`src/rtl/atm_cg_pkg.sv`:
```
package atm_cg_pkg;

    localparam int OCTET_W    = 8;
    localparam int HDR_OCTETS = 4;
    localparam int HDR_W      = HDR_OCTETS * OCTET_W;
    localparam int CELL_STD   = 53;
    localparam int CELL_EXT   = 57;
    localparam int IDX_W      = $clog2(CELL_EXT);
    localparam int SEL_W      = $clog2(HDR_OCTETS);

    localparam logic [OCTET_W-1:0] HEC_POLY  = 8'h07;
    localparam logic [OCTET_W-1:0] HEC_COSET = 8'h55;

    typedef enum logic [1:0] {
        MODE_GEN48  = 2'd0,
        MODE_GEN52  = 2'd1,
        MODE_PASS53 = 2'd2,
        MODE_PASS57 = 2'd3
    } cg_mode_e;

    typedef enum logic [2:0] {
        SRC_CFG_HDR  = 3'd0,
        SRC_IDLE_HDR = 3'd1,
        SRC_FIFO     = 3'd2,
        SRC_HEC      = 3'd3,
        SRC_FILL     = 3'd4
    } cg_src_e;

    typedef struct packed {
        cg_src_e          src;
        logic [SEL_W-1:0] hdr_sel;
        logic             crc_take;
        logic             first;
    } cg_octet_t;

    function automatic logic [OCTET_W-1:0] crc8_step(
        input logic [OCTET_W-1:0] crc_in,
        input logic [OCTET_W-1:0] din
    );
        logic [OCTET_W-1:0] c;
        c = crc_in ^ din;
        for (int b = 0; b < OCTET_W; b++) begin
            c = c[OCTET_W-1] ? ((c << 1) ^ HEC_POLY) : (c << 1);
        end
        return c;
    endfunction

    function automatic logic [OCTET_W-1:0] hdr_octet(
        input logic [HDR_W-1:0] word,
        input logic [SEL_W-1:0] sel
    );
        return word[(HDR_OCTETS - 1 - int'(sel)) * OCTET_W +: OCTET_W];
    endfunction

endpackage

```
`src/rtl/cg_slot_ctrl.sv`:
```
module cg_slot_ctrl
    import atm_cg_pkg::*;
(
    input  logic      clk,
    input  logic      rst,
    input  logic      tx_en,
    input  logic      fifo_rdy,
    input  cg_mode_e  cfg_mode,
    input  logic      cfg_hec4,
    output cg_octet_t oct,
    output logic      fifo_rd,
    output logic      underrun
);

    localparam logic [IDX_W-1:0] IDX_HEC     = IDX_W'(HDR_OCTETS);
    localparam logic [IDX_W-1:0] IDX_LASTHDR = IDX_W'(HDR_OCTETS - 1);
    localparam logic [IDX_W-1:0] LAST_STD    = IDX_W'(CELL_STD - 1);
    localparam logic [IDX_W-1:0] LAST_EXT    = IDX_W'(CELL_EXT - 1);

    logic [IDX_W-1:0] idx_q;
    logic             user_q;
    logic             starved_q;
    cg_mode_e         mode_q;
    logic             hec4_q;

    logic             first;
    cg_mode_e         eff_mode;
    logic             eff_hec4;
    logic             eff_user;
    logic             eff_starved;
    logic [IDX_W-1:0] last_idx;
    logic             fifo_need;

    always_comb begin
        first       = (idx_q == '0);
        eff_mode    = first ? cfg_mode : mode_q;
        eff_hec4    = first ? cfg_hec4 : hec4_q;
        eff_user    = first ? fifo_rdy : user_q;
        eff_starved = first ? 1'b0 : starved_q;
        last_idx    = (eff_mode == MODE_PASS57) ? LAST_EXT : LAST_STD;

        fifo_need    = 1'b0;
        oct          = '0;
        oct.src      = SRC_FILL;
        oct.hdr_sel  = idx_q[SEL_W-1:0];
        oct.first    = first;
        oct.crc_take = (idx_q < IDX_LASTHDR) || ((idx_q == IDX_LASTHDR) && eff_hec4);

        if (idx_q < IDX_HEC) begin
            if (!eff_user) begin
                oct.src = SRC_IDLE_HDR;
            end else if (eff_mode == MODE_GEN48) begin
                oct.src = SRC_CFG_HDR;
            end else begin
                fifo_need = 1'b1;
            end
        end else if (idx_q == IDX_HEC) begin
            oct.src   = SRC_HEC;
            fifo_need = eff_user &&
                        ((eff_mode == MODE_PASS53) || (eff_mode == MODE_PASS57));
        end else begin
            fifo_need = eff_user;
        end

        if (fifo_need && (oct.src != SRC_HEC)) begin
            oct.src = (eff_starved || !fifo_rdy) ? SRC_FILL : SRC_FIFO;
        end

        fifo_rd  = tx_en && fifo_need && !eff_starved && fifo_rdy;
        underrun = tx_en && fifo_need && !eff_starved && !fifo_rdy;
    end

    always_ff @(posedge clk) begin
        if (rst) begin
            idx_q     <= '0;
            user_q    <= 1'b0;
            starved_q <= 1'b0;
            mode_q    <= MODE_GEN48;
            hec4_q    <= 1'b1;
        end else if (tx_en) begin
            idx_q     <= (idx_q == last_idx) ? '0 : idx_q + 1'b1;
            starved_q <= eff_starved || underrun;
            if (first) begin
                mode_q <= cfg_mode;
                hec4_q <= cfg_hec4;
                user_q <= fifo_rdy;
            end
        end
    end

    // slot position never passes the end of its slot
    p_idx_bound_r2: assert property (@(posedge clk) disable iff (rst)
        (idx_q != '0 && mode_q != MODE_PASS57) |-> (idx_q <= LAST_STD));

    // an idle slot never draws on the FIFO
    p_idle_no_read_r3: assert property (@(posedge clk) disable iff (rst)
        (idx_q != '0 && !user_q) |-> !fifo_rd);

    // after an underrun the cell stops reading
    p_starved_no_read_r9: assert property (@(posedge clk) disable iff (rst)
        (idx_q != '0 && starved_q) |-> !fifo_rd);

    // latched mode holds for the rest of a slot
    p_mode_hold_r10: assert property (@(posedge clk) disable iff (rst)
        (idx_q != '0) |=> $stable(mode_q));

    // a read never coincides with an underrun
    p_read_xor_under_r11: assert property (@(posedge clk) disable iff (rst)
        !(fifo_rd && underrun));

endmodule

```
`src/rtl/cg_hec_accum.sv`:
```
module cg_hec_accum
    import atm_cg_pkg::*;
(
    input  logic               clk,
    input  logic               rst,
    input  logic               step,
    input  logic               take,
    input  logic               first,
    input  logic [OCTET_W-1:0] din,
    output logic [OCTET_W-1:0] hec
);

    logic [OCTET_W-1:0] crc_q;

    always_ff @(posedge clk) begin
        if (rst) begin
            crc_q <= '0;
        end else if (step && take) begin
            crc_q <= crc8_step(first ? '0 : crc_q, din);
        end
    end

    assign hec = crc_q ^ HEC_COSET;

endmodule

```
`src/rtl/cg_octet_mux.sv`:
```
module cg_octet_mux
    import atm_cg_pkg::*;
(
    input  cg_octet_t          oct,
    input  logic [HDR_W-1:0]   cfg_hdr,
    input  logic [HDR_W-1:0]   idle_hdr,
    input  logic [OCTET_W-1:0] idle_fill,
    input  logic [OCTET_W-1:0] fifo_data,
    input  logic [OCTET_W-1:0] hec,
    output logic [OCTET_W-1:0] octet
);

    always_comb begin
        unique case (oct.src)
            SRC_CFG_HDR:  octet = hdr_octet(cfg_hdr, oct.hdr_sel);
            SRC_IDLE_HDR: octet = hdr_octet(idle_hdr, oct.hdr_sel);
            SRC_FIFO:     octet = fifo_data;
            SRC_HEC:      octet = hec;
            default:      octet = idle_fill;
        endcase
    end

endmodule

```
`src/rtl/atm_cell_gen.sv`:
```
module atm_cell_gen
    import atm_cg_pkg::*;
(
    input  logic               clk,
    input  logic               rst,
    input  logic               tx_en,
    input  logic [1:0]         cfg_mode,
    input  logic               cfg_hec4,
    input  logic [HDR_W-1:0]   cfg_hdr,
    input  logic [HDR_W-1:0]   cfg_idle_hdr,
    input  logic [OCTET_W-1:0] cfg_idle_fill,
    input  logic               fifo_rdy,
    input  logic [OCTET_W-1:0] fifo_data,
    output logic               fifo_rd,
    output logic               out_valid,
    output logic [OCTET_W-1:0] out_data,
    output logic               out_soc,
    output logic               out_underrun
);

    cg_octet_t          oct;
    logic               underrun;
    logic [OCTET_W-1:0] hec;
    logic [OCTET_W-1:0] octet_byte;

    cg_slot_ctrl u_ctrl (
        .clk      (clk),
        .rst      (rst),
        .tx_en    (tx_en),
        .fifo_rdy (fifo_rdy),
        .cfg_mode (cg_mode_e'(cfg_mode)),
        .cfg_hec4 (cfg_hec4),
        .oct      (oct),
        .fifo_rd  (fifo_rd),
        .underrun (underrun)
    );

    cg_octet_mux u_mux (
        .oct       (oct),
        .cfg_hdr   (cfg_hdr),
        .idle_hdr  (cfg_idle_hdr),
        .idle_fill (cfg_idle_fill),
        .fifo_data (fifo_data),
        .hec       (hec),
        .octet     (octet_byte)
    );

    cg_hec_accum u_hec (
        .clk   (clk),
        .rst   (rst),
        .step  (tx_en),
        .take  (oct.crc_take),
        .first (oct.first),
        .din   (octet_byte),
        .hec   (hec)
    );

    always_ff @(posedge clk) begin
        if (rst) begin
            out_valid    <= 1'b0;
            out_soc      <= 1'b0;
            out_underrun <= 1'b0;
            out_data     <= '0;
        end else begin
            out_valid    <= tx_en;
            out_soc      <= tx_en && oct.first;
            out_underrun <= underrun;
            if (tx_en) begin
                out_data <= octet_byte;
            end
        end
    end

    // the start strobe only rides on a delivered octet
    p_soc_valid_r2: assert property (@(posedge clk) disable iff (rst)
        out_soc |-> out_valid);

    // the underrun flag only rides on a delivered octet
    p_under_valid_r9: assert property (@(posedge clk) disable iff (rst)
        out_underrun |-> out_valid);

    // octet 1 of a slot can never be an underrun
    p_under_not_soc_r9: assert property (@(posedge clk) disable iff (rst)
        out_soc |-> !out_underrun);

endmodule

```
`config.mk`:
```
export PLATFORM = sky130hd
export DESIGN_NAME = atm_cell_gen
export DESIGN_NICKNAME = d
export VERILOG_FILES = /design/src/rtl/atm_cg_pkg.sv /design/src/rtl/cg_slot_ctrl.sv /design/src/rtl/cg_hec_accum.sv /design/src/rtl/cg_octet_mux.sv /design/src/rtl/atm_cell_gen.sv
export SDC_FILE = /design/constraint.sdc
export NUM_CORES = 1
export LEC_CHECK = 0
export CAP_MARGIN = 10
export CELL_PAD_IN_SITES_DETAIL_PLACEMENT = 0
export CELL_PAD_IN_SITES_GLOBAL_PLACEMENT = 1
export CORE_MARGIN = 1.5
export CORE_UTILIZATION = 31
export CTS_CLUSTER_DIAMETER = 60
export DETAILED_ROUTE_END_ITERATION = 8
export HOLD_SLACK_MARGIN = 0.15
export PLACE_DENSITY = 0.76
export SETUP_SLACK_MARGIN = 0.02
export SLEW_MARGIN = 10
export SYNTH_ARGS = -nofsm -noshare
export SYNTH_HDL_FRONTEND = slang
export SYNTH_HIERARCHICAL = 1
export SYNTH_SLANG_ARGS = --single-unit
```
`constraint.sdc`:
```
create_clock -name clk -period 3.5 [get_ports clk]
set_input_delay 0.35 -clock clk [delete_from_list [all_inputs] [get_ports clk]]
set_output_delay 0.35 -clock clk [all_outputs]
set_load 0.01 [all_outputs]
```
Word-level counts from Yosys, hierarchy flattened
Index checks and enable logic that the tools add are counted.
{"block": "totals", "reg_bits": 30, "inputBits": 87, "out_inout_bits": 12}
{"block": "op_classes", "mux": 26, "n_bitwise": 10, "order_cmp": 2, "reduce_logical": 18, "shift": 2, "n_addsub": 2, "eq_ne": 9}
{"op": "32-bit by 6-bit variable part select with 8-bit output", "count": 2}
{"op": "3-bit two-way mux", "count": 14}
{"op": "8-bit case mux with 4 select lines", "count": 1}
{"op": "3-bit NOT", "count": 8}
{"op": "1-bit logical AND", "count": 9}
{"op": "8-bit two-way mux", "count": 1}
{"op": "8-bit XOR", "count": 1}
{"op": "1-bit two-way mux", "count": 7}
{"op": "6-bit by 1-bit adder with 6-bit output, second input constant", "count": 1}
{"op": "3-bit by 2-bit == test with 1-bit output, second input constant", "count": 2}
{"op": "6-bit by 2-bit == test with 1-bit output, second input constant", "count": 1}
{"op": "6-bit by 3-bit == test with 1-bit output, second input constant", "count": 1}
{"op": "6-bit == test", "count": 1}
{"op": "6-bit logical NOT", "count": 1}
{"op": "6-bit by 2-bit < comparator with 1-bit output, second input constant", "count": 1}
{"op": "6-bit by 3-bit < comparator with 1-bit output, second input constant", "count": 1}
{"op": "6-bit two-way mux", "count": 1}
{"op": "2-bit == test, second input constant", "count": 2}
{"op": "1-bit logical OR", "count": 4}
{"op": "4-bit two-way mux", "count": 1}
{"op": "4-bit NOT", "count": 1}
{"op": "3-bit by 1-bit == test with 1-bit output, second input constant", "count": 1}
{"op": "3-bit logical NOT", "count": 1}
{"op": "3-bit by 2-bit inequality test with 1-bit output, second input constant", "count": 1}
{"op": "other kinds (4)", "count": 5}

Longest topological paths before layout
Gate-level depths: netlist of the first run.
{"block": "logic_depth", "word_depth": 28, "ltp_mapped": 17, "mapped_depth_nobuf": 14}

By module
The synthesis of the first run kept the hierarchy.
{"mod": "cg_octet_mux", "area_each_um2": 813.3, "instances": 1, "cells_each": 67}
{"mod": "cg_hec_accum", "area_each_um2": 793.3, "instances": 1, "cells_each": 88}
{"mod": "cg_slot_ctrl", "area_each_um2": 777.0, "instances": 1, "cells_each": 90}
{"mod": "atm_cell_gen", "area_each_um2": 372.9, "instances": 1, "cells_each": 32}

Worst setup path after synthesis of the first run
Ideal clock, no wire load.
{"block": "synth_path", "kind": "register to register", "start": "reg u_ctrl.idx_q[0]", "end": "reg u_hec.crc_q[2]", "path_slack_ps": -161, "synth_period_minus_slack_ps": 3661, "arrival_time_ps": 3592, "n_path_buf": 2, "stages_incl_launch_ff": 17, "t_required_ps": 3431, "path_cell_list": "dfxtp_1 -> inv_1 -> ha_1 -> buf_2 -> nand2_1 -> a31oi_4 -> o32a_1 -> clkbuf_2 -> nor3b_4 -> mux4_1 -> a221oi_1 -> a21oi_1 -> xnor2_1 -> xnor2_2 -> xnor2_2 -> xnor3_1 -> o21ai_1"}
{"item": "start: declaration", "line_no": "cg_slot_ctrl.sv:20", "source": "logic [IDX_W-1:0] idx_q;"}
{"item": "start signal: assignment", "line_no": "cg_slot_ctrl.sv:81", "source": "idx_q <= (idx_q == last_idx) ? '0 : idx_q + 1'b1;"}
{"item": "end signal: assignment", "line_no": "cg_hec_accum.sv:19", "source": "crc_q <= crc8_step(first ? '0 : crc_q, din);"}
{"item": "end: declaration", "line_no": "cg_hec_accum.sv:13", "source": "logic [OCTET_W-1:0] crc_q;"}

==> impl_metrics.tcl, run 1 <==
set metrics [dict create \
    dp_cells 491 \
    yosysTopAreaCell "dfxtp_1" \
    async_flop_share_pct 0 \
    cpLargestDelayFamily "compound AO/OA/AOI/OAI gates" \
    combPwrFrac_pct 63.3 \
    start_kind "register" \
    nets 492 \
    grt_pass1_wl_um 12600 \
    synth_area_um2 2760 \
    path_clk_slew_ns 0.07 \
    synth_common_cells "30 x dfxtp_1, 18 x nand2_1, 18 x nor2_1, 14 x a21oi_1, 14 x mux4_1" \
    die_h_um 97.3 \
    stdcell_count 512 \
    fmax_ghz 0.277 \
    post-dp-hpwl_um 6330 \
    fin_crit_ns 3.61 \
    synth-seq-area-share_pct 21.8 \
    preCtsSetupSlack_ns -0.160 \
    drv_cap 0 \
    antenna_found_initial 0 \
    path_class "reg2reg" \
    synth.avg_cell_area_um2 9.95 \
    path_buf_inv 3 \
    switching_share_pct 34.8 \
    grt_max_degree 24 \
    htreeDepth 2 \
    period_share_pct 103 \
    syn_nets 366 \
    yosys_warnings 6 \
    critPathMaxStageDelay_ns 0.42 \
    drc_errors 0 \
    ys_ff_latch 30 \
    status "finished, violations left" \
    violations "negative setup slack" \
    p_seq_share_pct 22.8 \
    rsz0062_at_grt "true" \
    slew_violations 0 \
    crit_slowest_cell "xnor3_1" \
    setup_viol_count_final 4 \
    yosysTopAreaCellShare_pct 21.8 \
    num_vias 2613 \
    worstSetupEndpoint "u_hec/crc_q[3]" \
    report.final.hold_viol_count 0 \
    cts-root-buf "clkbuf_8" \
    cts_hold_buf 0 \
    grt_pass1_vias 2629 \
    netlist_top_cells_area "dfxtp_1 22%, mux4_1 13%, xnor3_1 6.5%" \
    worstPathArrival_ns 3.77 \
    cp_max_fo 5 \
    switchingPower_uw 737 \
    tightest_slew_ns 0.570 \
    power.internal_uw 1380 \
    yosys.cell_types.count 62 \
    syn2layout_area_growth_pct 56.0 \
    p_leak_uw 0.00170 \
    wl_per_cell_um 15.5 \
    place_congestion 0.813 \
    holdWs_ns 0.494 \
    power_uw 2120 \
    r2r_setup_slack_ns -0.11 \
    drt-pass1-iter-count 4 \
    cts_buffer_depth 2 \
    ir_worst_vdd_mv 0.189 \
    maxSlewHeadroom_pct 61.6 \
    cp-startpoint "u_ctrl/idx_q[0]" \
    hp-class "reg2reg" \
    diodes 0 \
    postSynthCellCount 277 \
    synthFlopType "dfxtp_1" \
    portBuffers 98 \
    rows 34 \
    clock_sinks 30 \
    fp.dieW_um 97.3 \
    wl_um 7940 \
    critical_path_required_ns 3.66 \
    clock_latency_ns 0.29 \
    crit_cells 15 \
    dieArea_um2 9470 \
    fp.coreArea_um2 8680 \
    crit_path_end_kind "register" \
    drive_above_1_share_pct 27.2 \
    clock_skew_ns 0.0127 \
    synth_edf_count 0 \
    yosysMostFrequentCell "dfxtp_1" \
    initial_core_util_pct 31.8 \
    r2r_cells 15 \
    r2r_end "u_hec/crc_q[3]" \
    power_density_nw_per_um2 493 \
    setup_ws_ns -0.106 \
    path_cells "inv_2 -> ha_4 -> or3_4 -> a31oi_4 -> o31ai_4 -> nor3b_4 -> buf_12 -> buf_8 -> mux4_2 -> a221oi_2 -> a21oi_2 -> xnor3_1 -> xnor3_1 -> a21oi_2 -> o41ai_2" \
    groute.usage.overall_pct 16.7 \
    via_per_inst 5.10 \
    r2r_start "u_ctrl/idx_q[0]" \
    drt_iter0_markers 122 \
    grt_overflow_total 0 \
    p_clk_share_pct 13.9 \
    cts_buffers 5 \
    cts_tree "built" \
    ant_nets 0 \
    boundaryPins 99 \
]
## sequential cells by signal (all words and copies together) (netlist names)
register / flops
out_data: 8
u_hec/crc_q: 8
u_ctrl/idx_q: 6
u_ctrl/mode_q: 2
out_soc: 1
out_underrun: 1
out_valid: 1
u_ctrl/hec4_q: 1
u_ctrl/starved_q: 1
u_ctrl/user_q: 1
## cells by family after synthesis
kind of cell,Yosys count,synth area share [%]
AND/OR/NAND/NOR,86,17.9
AO/OA/AOI/OAI,62,16.6
buffers and inverters,38,8.40
multiplexers,35,22.2
flip-flops,30,21.8
XOR/XNOR,24,12.2
adder cells (fa/ha/maj),2,0.908
## worst min-delay path by stage
stage	slack (ns)	start	cells past startpoint	endpoint
finish	0.49	out_data[6]	2	out_data[6]
global route	0.52	out_data[3]	2	out_data[3]
CTS	0.50	out_data[0]	2	out_data[0]
detailed placement	0.48	out_data[0]	2	out_data[0]
global placement	0.47	out_data[2]	2	out_data[2]
floorplan	0.47	rst	1	u_ctrl/starved_q
## final cells by class
type | count | area [um^2]
fillers | 827 | 4380
clock inverters | 2 | 12.5
clock buffers | 6 | 82.6
well taps | 108 | 135
multi-input cells | 209 | 2050
repair buffers | 147 | 1380
flip-flops and latches | 30 | 603
inverters | 10 | 37.5
## tightest hold or removal path, cell delays in order (launching register included)
cell,delay [ns]
dfxtp_1,0.33
mux2i_1,0.06
nor2_1,0.07
## what timing repair did
| action | 4_1_cts | 5_1_grt |
|---|---|---|
| setup endpoints to repair | 3 | 7 |
| gates resized for setup | 3 | 24 |
| setup buffers | 3 | 10 |
| pin swaps | 4 | 12 |
## cell usage in the layout, fill, tap and decap left out, drive strengths merged, types with 7 or more instances in the layout
master,n
o21ai,12
nand2,18
mux2i,11
inv,10
nor2,20
xnor3,8
a221oi,9
mux4,16
mux2,8
a21oi,16
dfxtp,30
a211oi,7
clkdlybuf4s50,98
nor2b,14
xnor2,11
buf,49
## routing by layer
layer	GRT usage, %	share of wire [%]	vias up
li1	-	-	1276
met1	19.7	42	1211
met2	29.3	49	110
met3	4.10	6.5	16
met4	6.37	2.5	0
met5	0	0	-
## power by group through the flow
stage	registers (uW)	logic, uW	clock network [uW]
CTS	476	1240	310
floorplan	454	895	0
detailed placement	484	1210	0
global placement	483	1190	0
global route	490	1450	324
finish	482	1340	295
## through the flow
step	area [um^2]	util [%]	TNS, ns
2_1_floorplan	2820	-	0
3_3_place_gp	4010	46.2	-0.146
3_5_place_dp	4010	46.2	-0.417
4_1_cts	4140	47.7	-0.0484
5_1_grt	4300	49.5	-1.23
6_report	4300	49.5	-0.178
(Power assumes the default switching activity.)
==> run 2, diff against run 1 <==
--- a/config.mk
+++ b/config.mk
@@ -14,7 +14,6 @@
 export DETAILED_ROUTE_END_ITERATION = 8
 export HOLD_SLACK_MARGIN = 0.15
 export PLACE_DENSITY = 0.76
-export SETUP_SLACK_MARGIN = 0.02
 export SLEW_MARGIN = 10
 export SYNTH_ARGS = -nofsm -noshare
 export SYNTH_HDL_FRONTEND = slang
==> impl_metrics.tcl, run 2 (synthesis gave the netlist of run 1 again) <==
set metrics [dict create \
    grt_max_degree 21 \
    drt_iter0_markers 92 \
    final_common_cell "clkdlybuf4s50_1" \
    rsz0062_at_grt "true" \
    drv_cap 0 \
    crit_top_cell "or3_4" \
    boundaryPins 99 \
    crit_slowest_cell "xnor3_1" \
    path_class "reg2reg" \
    clock_sinks 30 \
    fmax_ghz 0.276 \
    slew_violations 0 \
    cp_max_fo 5 \
    period_share_pct 104 \
    final_cell_mix "98 x clkdlybuf4s50_1, 44 x buf_4, 28 x dfxtp_1, 18 x nor2_1, 15 x nand2_1" \
    syn2layout_area_growth_pct 58.1 \
    drt-pass1-iter-count 4 \
    antenna_found_initial 0 \
    grt_pass1_vias 2698 \
    drive_above_1_share_pct 28.9 \
    wl_per_cell_um 16.0 \
    fp.dieW_um 97.3 \
    crit_path_end_kind "register" \
    holdWs_ns 0.500 \
    cts_buffers 5 \
    start_kind "register" \
    nets 490 \
    reg.largest.list "out_data: 8 flops, u_hec/crc_q: 8 flops, u_ctrl/idx_q: 6 flops" \
    fin_crit_ns 3.63 \
    violations "negative setup slack" \
    setup_viol_count_final 4 \
    cts_hold_buf 0 \
    clock_skew_ns 0.00429 \
    ant_nets 0 \
    groute.usage.overall_pct 17.1 \
    placed_area_um2 4020 \
    report.final.hold_viol_count 0 \
    hp-class "reg2reg" \
    p_leak_uw 0.00171 \
    critical_path_required_ns 3.73 \
    power_density_nw_per_um2 514 \
    post-dp-hpwl_um 6420 \
    critPathMaxStageDelay_ns 0.39 \
    path_clk_slew_ns 0.07 \
    rows 34 \
    fillers 833 \
    dieArea_um2 9470 \
    cts_buffer_depth 2 \
    ir_worst_vdd_mv 0.270 \
    maxSlewHeadroom_pct 58.8 \
    die_h_um 97.3 \
    fp.coreArea_um2 8680 \
    status "finished, violations left" \
    tightest_slew_ns 0.617 \
    drc_errors 0 \
    initial_core_util_pct 31.8 \
    cts-root-buf "clkbuf_8" \
    clock_latency_ns 0.29 \
    wl_um 8170 \
    cts_tree "built" \
    fin_area_um2 4360 \
    via_per_inst 5.11 \
    worstPathArrival_ns 3.86 \
    place_congestion 0.775 \
    diodes 0 \
    portBuffers 98 \
    htreeDepth 2 \
    setup_ws_ns -0.126 \
    grt_pass1_wl_um 13000 \
    path_cells "inv_1 -> ha_4 -> or3_4 -> a31oi_4 -> o31ai_4 -> nor3b_4 -> buf_12 -> mux4_2 -> a221oi_4 -> a21oi_4 -> xnor3_1 -> or3_4 -> a211oi_2 -> o21ba_1" \
    grt_overflow_total 0 \
    num_vias 2604 \
]
[run 2: metrics by stage]
stage                     utilization [%]  setup slack (ns)  power (uW)  TNS [ns]  instances
after floorplan                         -            0.0122        1350         0        277
after global placement               46.3            -0.139        1680    -0.507        492
after detailed placement             46.3            -0.195        1710    -0.743        492
after CTS                            48.5           -0.0794        2120    -0.194        504
after global routing                 50.2            -0.261        2360     -1.43        510
final                                50.2            -0.126        2240    -0.302        510
[run 2: final timing paths]
check / depth (start not counted) / slack, ns / endpoint / from
worst max-delay path: 14 / -0.13 / u_hec/crc_q[7] / u_ctrl/idx_q[0]
worst min-delay path: 2 / 0.50 / out_data[2] / out_data[2]
worst max register to register: 14 / -0.13 / u_hec/crc_q[7] / u_ctrl/idx_q[0]
worst min register to register: 2 / 0.50 / out_data[2] / out_data[2]
[run 2: worst max-delay path, delay by kind of cell (launching register included)]
family	cells	cell delay (ns)
fa+ha+maj	1	0.18
flops	1	0.33
mux	1	0.33
xor+xnor	1	0.39
buf+inv	2	0.21
compound gates	6	1.13
simple gates	3	1.00
[run 2: per-layer routing]
| layer | up-vias | share of wire (%) | global-route usage (%) |
|---|---|---|---|
| li1 | 1268 | - | - |
| met1 | 1209 | 43 | 20.6 |
| met2 | 116 | 49 | 30.7 |
| met3 | 11 | 6.6 | 3.74 |
| met4 | 0 | 1.3 | 4.73 |
| met5 | - | 0 | 0 |
[run 2: cell type report]
cell class	instances	area (um^2)	share of cell area [%]
Multi-Input combinational cell	209	2110	48.3
Timing Repair Buffer	145	1370	31.4
Sequential cell	30	603	13.8
Tap cell	108	135	3.10
Clock buffer	5	68.8	1.58
Clock inverter	3	40.0	0.918
Inverter	10	37.5	0.861
[run 2: power by group]
part           internal, uW  switching (uW)
Clock                   209             146
Combinational           830             576
Sequential              403            76.2
Total                  1440             798
[run 2: timing repair]
| action | 4_1_cts | 5_1_grt |
|---|---|---|
| pin swaps | 9 | 16 |
| gates cloned | 0 | 1 |
| resized for setup | 11 | 21 |
| buffers inserted | 4 | 5 |
| endpoints found under the hold margin | 0 | 0 |
| setup endpoints to repair | 4 | 8 |
==> run 3, diff against run 2 <==
--- a/config.mk
+++ b/config.mk
@@ -11,6 +11,7 @@
 export CORE_MARGIN = 1.5
 export CORE_UTILIZATION = 31
 export CTS_CLUSTER_DIAMETER = 60
+export CTS_CLUSTER_SIZE = 25
 export DETAILED_ROUTE_END_ITERATION = 8
 export HOLD_SLACK_MARGIN = 0.15
 export PLACE_DENSITY = 0.76
==> results of run 3 <==
The final DEF is identical to that of run 2; final timing and power are the same.
